## src/rtl/xfm_pkg.sv

```systemverilog
package xfm_pkg;

  localparam logic [2:0] MODE_NORMAL  = 3'd0;
  localparam logic [2:0] MODE_LISTEN  = 3'd1;
  localparam logic [2:0] MODE_STANDBY = 3'd2;
  localparam logic [2:0] MODE_GOSLEEP = 3'd3;
  localparam logic [2:0] MODE_SLEEP   = 3'd4;

  function automatic logic is_normal(input logic [2:0] m);
    return m == MODE_NORMAL;
  endfunction

  // run counter has reached the last sample of the persistence window
  function automatic logic filt_done(input int unsigned run, input int unsigned limit);
    return run + 1 >= limit;
  endfunction

  // next consecutive shorted-cycle count, saturating at limit
  function automatic int unsigned fail_next(input int unsigned cnt, input logic shorted,
                                            input int unsigned limit);
    if (!shorted) return 0;
    if (cnt >= limit) return limit;
    return cnt + 1;
  endfunction

endpackage

```

## src/rtl/xfm_wake_filter.sv

```systemverilog
module xfm_wake_filter #(
  parameter int unsigned WAKE_FILT = 4
) (
  input  logic clk,
  input  logic rst_n,
  input  logic pin_i,
  output logic edge_o
);
  import xfm_pkg::*;

  localparam int unsigned RW = (WAKE_FILT < 2) ? 1 : $clog2(WAKE_FILT + 1);

  logic          s1_q, s2_q;
  logic          lvl_q, vld_q, edge_q;
  logic [RW-1:0] run_q;
  logic          hit, accept;

  always_ff @(posedge clk or negedge rst_n) begin
    if (!rst_n) begin
      s1_q <= 1'b0;
      s2_q <= 1'b0;
    end else begin
      s1_q <= pin_i;
      s2_q <= s1_q;
    end
  end

  assign hit    = filt_done(32'(run_q), WAKE_FILT);
  assign accept = vld_q && (s2_q != lvl_q) && hit;

  always_ff @(posedge clk or negedge rst_n) begin
    if (!rst_n) begin
      lvl_q  <= 1'b0;
      vld_q  <= 1'b0;
      run_q  <= '0;
      edge_q <= 1'b0;
    end else begin
      edge_q <= accept;
      if (!vld_q) begin
        // lock onto the initial level without reporting an edge
        if (s2_q != lvl_q) begin
          lvl_q <= s2_q;
          run_q <= '0;
        end else if (hit) begin
          vld_q <= 1'b1;
          run_q <= '0;
        end else begin
          run_q <= run_q + 1'b1;
        end
      end else if (s2_q == lvl_q) begin
        run_q <= '0;
      end else if (hit) begin
        lvl_q <= s2_q;
        run_q <= '0;
      end else begin
        run_q <= run_q + 1'b1;
      end
    end
  end

  assign edge_o = edge_q;

  AST_EDGE_FLIPS_LEVEL: assert property (@(posedge clk) disable iff (!rst_n)
    edge_q |-> (lvl_q != $past(lvl_q)));
  AST_EDGE_NEEDS_LOCK: assert property (@(posedge clk) disable iff (!rst_n)
    edge_q |-> $past(vld_q));
  AST_RUN_BOUND: assert property (@(posedge clk) disable iff (!rst_n)
    32'(run_q) < WAKE_FILT);

endmodule

```

## src/rtl/xfm_wake_flags.sv

```systemverilog
module xfm_wake_flags (
  input  logic clk,
  input  logic rst_n,
  input  logic set_local_i,
  input  logic set_remote_i,
  input  logic clr_wake_i,
  input  logic clr_src_i,
  output logic wake_o,
  output logic src_o
);

  logic wake_q, src_q;

  always_ff @(posedge clk or negedge rst_n) begin
    if (!rst_n) begin
      wake_q <= 1'b1;
      src_q  <= 1'b1;
    end else begin
      if (clr_wake_i)                       wake_q <= 1'b0;
      else if (set_local_i || set_remote_i) wake_q <= 1'b1;

      if (clr_src_i)                        src_q <= 1'b0;
      else if (set_local_i && !clr_wake_i)  src_q <= 1'b1;
    end
  end

  assign wake_o = wake_q;
  assign src_o  = src_q;

  AST_WAKE_CLEAR_WINS: assert property (@(posedge clk) disable iff (!rst_n)
    clr_wake_i |=> !wake_q);
  AST_REMOTE_SETS_WAKE: assert property (@(posedge clk) disable iff (!rst_n)
    (set_remote_i && !clr_wake_i) |=> wake_q);
  AST_SRC_FROM_LOCAL: assert property (@(posedge clk) disable iff (!rst_n)
    $rose(src_q) |-> $past(set_local_i));
  AST_SRC_CLEAR: assert property (@(posedge clk) disable iff (!rst_n)
    clr_src_i |=> !src_q);

endmodule

```

## src/rtl/xfm_busfail.sv

```systemverilog
module xfm_busfail #(
  parameter int unsigned FAIL_CYCLES = 4
) (
  input  logic clk,
  input  logic rst_n,
  input  logic active_i,
  input  logic clr_i,
  input  logic txd_i,
  input  logic short_i,
  output logic flag_o
);
  import xfm_pkg::*;

  localparam int unsigned CW = $clog2(FAIL_CYCLES + 1);

  logic          txd_q, seen_q, flag_q;
  logic [CW-1:0] cnt_q, cnt_nx;
  logic          cyc_done;

  assign cyc_done = active_i && txd_i && !txd_q;
  assign cnt_nx   = CW'(fail_next(32'(cnt_q), seen_q, FAIL_CYCLES));

  always_ff @(posedge clk or negedge rst_n) begin
    if (!rst_n) begin
      txd_q  <= 1'b1;
      seen_q <= 1'b0;
      cnt_q  <= '0;
      flag_q <= 1'b0;
    end else begin
      txd_q <= txd_i;
      if (!active_i || cyc_done)     seen_q <= 1'b0;
      else if (!txd_i && short_i)    seen_q <= 1'b1;

      if (!active_i)                 cnt_q <= '0;
      else if (cyc_done)             cnt_q <= cnt_nx;

      if (clr_i)                     flag_q <= 1'b0;
      else if (cyc_done && 32'(cnt_nx) == FAIL_CYCLES) flag_q <= 1'b1;
    end
  end

  assign flag_o = flag_q;

  AST_CNT_BOUND: assert property (@(posedge clk) disable iff (!rst_n)
    32'(cnt_q) <= FAIL_CYCLES);
  AST_FAIL_AFTER_RUN: assert property (@(posedge clk) disable iff (!rst_n)
    $rose(flag_q) |-> ($past(cyc_done && seen_q) && 32'($past(cnt_q)) + 1 >= FAIL_CYCLES));
  AST_CLEAN_RESTART: assert property (@(posedge clk) disable iff (!rst_n)
    (cyc_done && !seen_q) |=> (cnt_q == '0));
  AST_IDLE_NO_COUNT: assert property (@(posedge clk) disable iff (!rst_n)
    !active_i |=> (cnt_q == '0));

endmodule

```

## src/rtl/xcvr_flag_mgr.sv

```systemverilog
module xcvr_flag_mgr #(
  parameter int unsigned WAKE_FILT   = 4,
  parameter int unsigned FAIL_CYCLES = 4
) (
  input  logic       clk,
  input  logic       por_n,
  input  logic [2:0] mode_i,
  input  logic       uv_i,
  input  logic       rwake_i,
  input  logic       wake_pin_i,
  input  logic       txd_i,
  input  logic       bus_short_i,
  output logic       wake_flag_o,
  output logic       wsrc_flag_o,
  output logic       wsrc_rd_o,
  output logic       busfail_flag_o
);
  import xfm_pkg::*;

  logic [2:0] mode_q;
  logic       uv_q;
  logic       in_normal, normal_entry, normal_exit, uv_rise, local_evt;

  always_ff @(posedge clk or negedge por_n) begin
    if (!por_n) begin
      mode_q <= MODE_STANDBY;
      uv_q   <= 1'b0;
    end else begin
      mode_q <= mode_i;
      uv_q   <= uv_i;
    end
  end

  assign in_normal    = is_normal(mode_i);
  assign normal_entry = in_normal && !is_normal(mode_q);
  assign normal_exit  = !in_normal && is_normal(mode_q);
  assign uv_rise      = uv_i && !uv_q;

  xfm_wake_filter #(.WAKE_FILT(WAKE_FILT)) u_filt (
    .clk    (clk),
    .rst_n  (por_n),
    .pin_i  (wake_pin_i),
    .edge_o (local_evt)
  );

  xfm_wake_flags u_wflags (
    .clk          (clk),
    .rst_n        (por_n),
    .set_local_i  (local_evt),
    .set_remote_i (rwake_i),
    .clr_wake_i   (normal_entry || uv_rise),
    .clr_src_i    (normal_exit),
    .wake_o       (wake_flag_o),
    .src_o        (wsrc_flag_o)
  );

  xfm_busfail #(.FAIL_CYCLES(FAIL_CYCLES)) u_bfail (
    .clk      (clk),
    .rst_n    (por_n),
    .active_i (in_normal),
    .clr_i    (normal_entry),
    .txd_i    (txd_i),
    .short_i  (bus_short_i),
    .flag_o   (busfail_flag_o)
  );

  assign wsrc_rd_o = wsrc_flag_o && in_normal;

  AST_UV_CLEARS_WAKE: assert property (@(posedge clk) disable iff (!por_n)
    uv_rise |=> !wake_flag_o);
  AST_ENTRY_CLEARS_FAIL: assert property (@(posedge clk) disable iff (!por_n)
    normal_entry |=> !busfail_flag_o);
  AST_ENTRY_CLEARS_WAKE: assert property (@(posedge clk) disable iff (!por_n)
    normal_entry |=> !wake_flag_o);
  AST_FAIL_HOLDS_OUTSIDE: assert property (@(posedge clk) disable iff (!por_n)
    (busfail_flag_o && !in_normal) |=> busfail_flag_o);

endmodule

```

## config.mk

```make
export PLATFORM = sky130hd
export DESIGN_NAME = xcvr_flag_mgr
export DESIGN_NICKNAME = d
export VERILOG_FILES = /design/src/rtl/xfm_pkg.sv /design/src/rtl/xfm_wake_filter.sv /design/src/rtl/xfm_wake_flags.sv /design/src/rtl/xfm_busfail.sv /design/src/rtl/xcvr_flag_mgr.sv
export SDC_FILE = /design/constraint.sdc
export NUM_CORES = 1
export LEC_CHECK = 0
export BUFFER_PORTS_ARGS = -buffer_cell sky130_fd_sc_hd__clkbuf_2
export CAP_MARGIN = 25
export CORE_MARGIN = 3
export CORE_UTILIZATION = 45
export DETAILED_ROUTE_END_ITERATION = 8
export HOLD_SLACK_MARGIN = 0.15
export PLACE_DENSITY = 0.76
export SLEW_MARGIN = 40
export SYNTH_ARGS = -nofsm -noshare
export SYNTH_HDL_FRONTEND = slang
export SYNTH_SLANG_ARGS = --single-unit
```

## constraint.sdc

```tcl
create_clock -name clk -period 2.9 [get_ports clk]
set_input_delay 0.58 -clock clk [delete_from_list [all_inputs] [get_ports clk]]
set_output_delay 0.58 -clock clk [all_outputs]
set_load 0.1 [all_outputs]
```

==> results.rst <==
.. list-table::
   :header-rows: 1

   * - Metric
     - Value
   * - Cell accounting for the most synthesized area
     - sky130_fd_sc_hd__dfrtp_1
   * - Number of synthesized flops with an enable pin
     - 0
   * - Post-detailed-route DRC marker count
     - 0
   * - Primary flip-flop cell chosen by synthesis mapping
     - sky130_fd_sc_hd__dfrtp_1
   * - Drt first pass iters
     - 4
   * - Average wire length per cell after detail routing
     - ~11 um
   * - Lkg Pwr
     - 0.4620 nW
   * - Critical path type
     - input port to output port
   * - Average vias per placed instance
     - 5.000
   * - Clock tree root driver cell
     - sky130_fd_sc_hd__clkbuf_4
   * - Source-to-sink clock delay at the later pin of the worst-skew pair
     - around 290 ps
   * - Crit path arrival time
     - 1670 ps
   * - Crit end category
     - output port
   * - Library cells used by synthesis
     - 30
   * - Remaining antenna violation count
     - 0
   * - Dpl cells
     - ~110
   * - Total overflow reported by the global router
     - 0
   * - Core ar.
     - around 0.0018 mm^2
   * - Unrepaired setup endpoints after global routing
     - no
   * - Final Hold Fails
     - 0
   * - Async set-reset flop share out of synthesis
     - 1.000
   * - Count of standard-cell rows
     - 15
   * - Max-cap check violation count
     - 0
   * - CTS hold repair buffers
     - 0
   * - Upper clock frequency limit
     - between 400 and 500 MHz
   * - Register bit total from synthesis
     - 20
   * - Worst-case setup slack after placement
     - approximately 640 ps
   * - Total of buffers placed on input and output ports
     - 13
   * - Worst IR drop on VDD
     - about 0.38 mV
   * - Clock tree from TritonCTS
     - yes
   * - Share of synthesized area occupied by flip-flops and latches
     - 0.5780
   * - Category of the worst setup path launch point
     - input port
   * - Class of the most critical hold timing path
     - input port to async pin
   * - Initial Utilization
     - 0.4905
   * - Count of H-tree levels built during CTS
     - 1
   * - Total design power
     - between 500 and 600 uW
   * - Post-route standard cell area excluding fillers
     - approximately 1000 um^2
   * - I/O Pins
     - 14
   * - Reg2reg path depth
     - 4
   * - Number of sinks driven by the clock tree
     - 20
   * - Slew HR
     - 0.6423
   * - Via count of the first global-routing pass
     - 589
   * - Share of the cycle needed by the critical path after routing
     - 0.7749
   * - Reg clk slew, reported paths
     - roughly 100 ps
   * - Clock period minus worst slack
     - about 2200 ps
   * - Initial antenna violation count
     - 0
   * - Share of post-route cells with drive strength above 1
     - 0.2857
   * - Top-area cell type share of the netlist area
     - 0.4578
   * - Largest fanout on the critical path
     - 8
   * - WL final
     - approximately 1300 um
   * - DPL Wire Length
     - slightly below 1000 um
   * - Outcome
     - finished, final reports clean
   * - Beginning of the worst register-to-register path
     - u_filt.run_q[0]
   * - Area added between synthesis and finish
     - 14.16%
   * - Area enclosed by the die boundary
     - 0.002509 mm^2
   * - Global-route usage over all layers
     - 0.1299
   * - Area of placed instances
     - 962.2 um^2
   * - Final number of max-transition violations
     - 0
   * - Number of vias in the routed layout
     - just under 600
   * - Cell count after synthesis
     - 75
   * - Sum Neg Setup Slack
     - 0 ps
   * - Die boundary width
     - between 50 and 60 um
   * - Number of nets in the synthesized netlist
     - a little under 90
   * - RR Endpoint
     - u_filt.lvl_q
   * - Final nets
     - approximately 110
   * - Global-route wire length before repair
     - roughly 2400 um
   * - Drt first-iter violations
     - 4
   * - Fin cells
     - 116
   * - Yosys Warn Count
     - 0
   * - Number of buffers created by CTS
     - 3
   * - Number of setup violations in the final report
     - 0
   * - Cell area after technology mapping
     - about 870 um^2
   * - Number of instances resized during post-cts repair
     - 0
   * - PnR worst setup slack
     - between 600 and 700 ps
   * - Height of the chip
     - approximately 50 um
   * - GP Congestion
     - around 0.83
   * - Most numerous cell in the Yosys netlist
     - sky130_fd_sc_hd__dfrtp_1
   * - Pin slew with the least headroom to its limit
     - between 500 and 600 ps
   * - Setup skew after layout
     - ~4.6 ps
   * - Diodes inserted
     - 0
   * - Slack of the worst reg-to-reg path
     - 1570 ps
   * - Pin count of the biggest net entering global routing
     - 21
   * - Max Root-Sink Buffers
     - 2
   * - Post-synthesis average cell area
     - about 12 um^2
   * - Main area contributors after synthesis
     - sky130_fd_sc_hd__dfrtp_1 46%, sky130_fd_sc_hd__dfstp_2 12%, sky130_fd_sc_hd__ha_1 4.3%
   * - Worst Path Required
     - roughly 2300 ps
   * - Power density relative to cell area
     - 573.7 mW/mm^2
   * - Synth cell count leaders
     - 16 x sky130_fd_sc_hd__dfrtp_1, 6 x sky130_fd_sc_hd__nor2_1, 5 x sky130_fd_sc_hd__nand2_1, 5 x sky130_fd_sc_hd__nor3_1
   * - Post-CTS Setup Repair Bufs
     - 0
## worst max-delay path by stage
| stage | start | to | depth (start not counted) |
|---|---|---|---|
| finish | mode_i[1] | wsrc_rd_o | 4 |
| global route | mode_i[1] | wsrc_rd_o | 4 |
| CTS | mode_i[1] | wsrc_rd_o | 4 |
| detailed placement | mode_i[1] | wsrc_rd_o | 4 |
| global placement | mode_i[1] | wsrc_rd_o | 4 |
| floorplan | mode_i[1] | wsrc_rd_o | 3 |
## final cells by class
class / instances / area (um^2)
clock buffer: 4 / 36.28
multi-input combinational: 50 / 345.3
fill: 160 / 784.5
inverter: 4 / 15.01
tap: 25 / 31.28
timing repair buffer: 13 / 65.06
sequential: 20 / 505.5
## cells in the final DEF (no fill, tap or decap), types with 2 or more instances in the layout
| cell type | n |
|---|---|
| sky130_fd_sc_hd__and3b_1 | 2 |
| sky130_fd_sc_hd__ha_1 | 3 |
| sky130_fd_sc_hd__dfstp_2 | 4 |
| sky130_fd_sc_hd__nand2b_1 | 2 |
| sky130_fd_sc_hd__inv_1 | 4 |
| sky130_fd_sc_hd__xor2_1 | 2 |
| sky130_fd_sc_hd__a21oi_1 | 4 |
| sky130_fd_sc_hd__clkbuf_2 | 13 |
| sky130_fd_sc_hd__nor2_1 | 5 |
| sky130_fd_sc_hd__nor3_1 | 5 |
| sky130_fd_sc_hd__nor2b_1 | 4 |
| sky130_fd_sc_hd__clkbuf_4 | 3 |
| sky130_fd_sc_hd__dfrtp_1 | 16 |
| sky130_fd_sc_hd__nand2_1 | 5 |
## power by group
part | total, mW | internal [mW] | switching (mW)
clock | 0.153 | 0.0765 | 0.0768
combinational | 0.106 | 0.0272 | 0.0784
sequential | 0.314 | 0.302 | 0.0120
## cells by family after synthesis
logic type,count (synthesis),synth area share
and+or+nand+nor,30,0.1903
other,1,0.004288
DFF,20,0.5780
xor gates and xnor gates,3,0.03864
AOI/OAI and AO/OA,13,0.1159
adders and majority gates,3,0.04292
buffers and inverters,5,0.03004
## per-layer routing
metal | vias to the layer above | global-route usage | share of wire
li1 | 291 | - | -
met1 | 275 | 0.1540 | 0.48
met2 | 12 | 0.1870 | 0.45
met3 | 2 | 0.06344 | 0.057
met4 | 0 | 0.07834 | 0.013
met5 | - | 0 | 0
## worst max-delay path: stages
cell                       delay (ps)
sky130_fd_sc_hd__clkbuf_2         100
sky130_fd_sc_hd__or3_4            440
sky130_fd_sc_hd__nor2_2            90
sky130_fd_sc_hd__clkbuf_2         450
## sequential cells by signal (all words and copies together), names as in the netlist
signal           count
mode_q               3
u_bfail.cnt_q        3
u_bfail.flag_o       1
u_bfail.seen_q       1
u_bfail.txd_q        1
u_filt.edge_o        1
u_filt.lvl_q         1
u_filt.run_q         3
u_filt.s1_q          1
u_filt.s2_q          1
u_filt.vld_q         1
u_wflags.src_o       1
u_wflags.wake_o      1
uv_q                 1
## stage by stage
| stage | hold WS [ps] | utilization |
|---|---|---|
| detailed placement | 343.5 | 0.5396 |
| global route | 229.2 | 0.5600 |
| floorplan | 284.4 | - |
| finish | 214.6 | 0.5600 |
| global placement | 334.2 | 0.5396 |
| CTS | 224.4 | 0.5600 |
(Power assumes the default switching activity.)
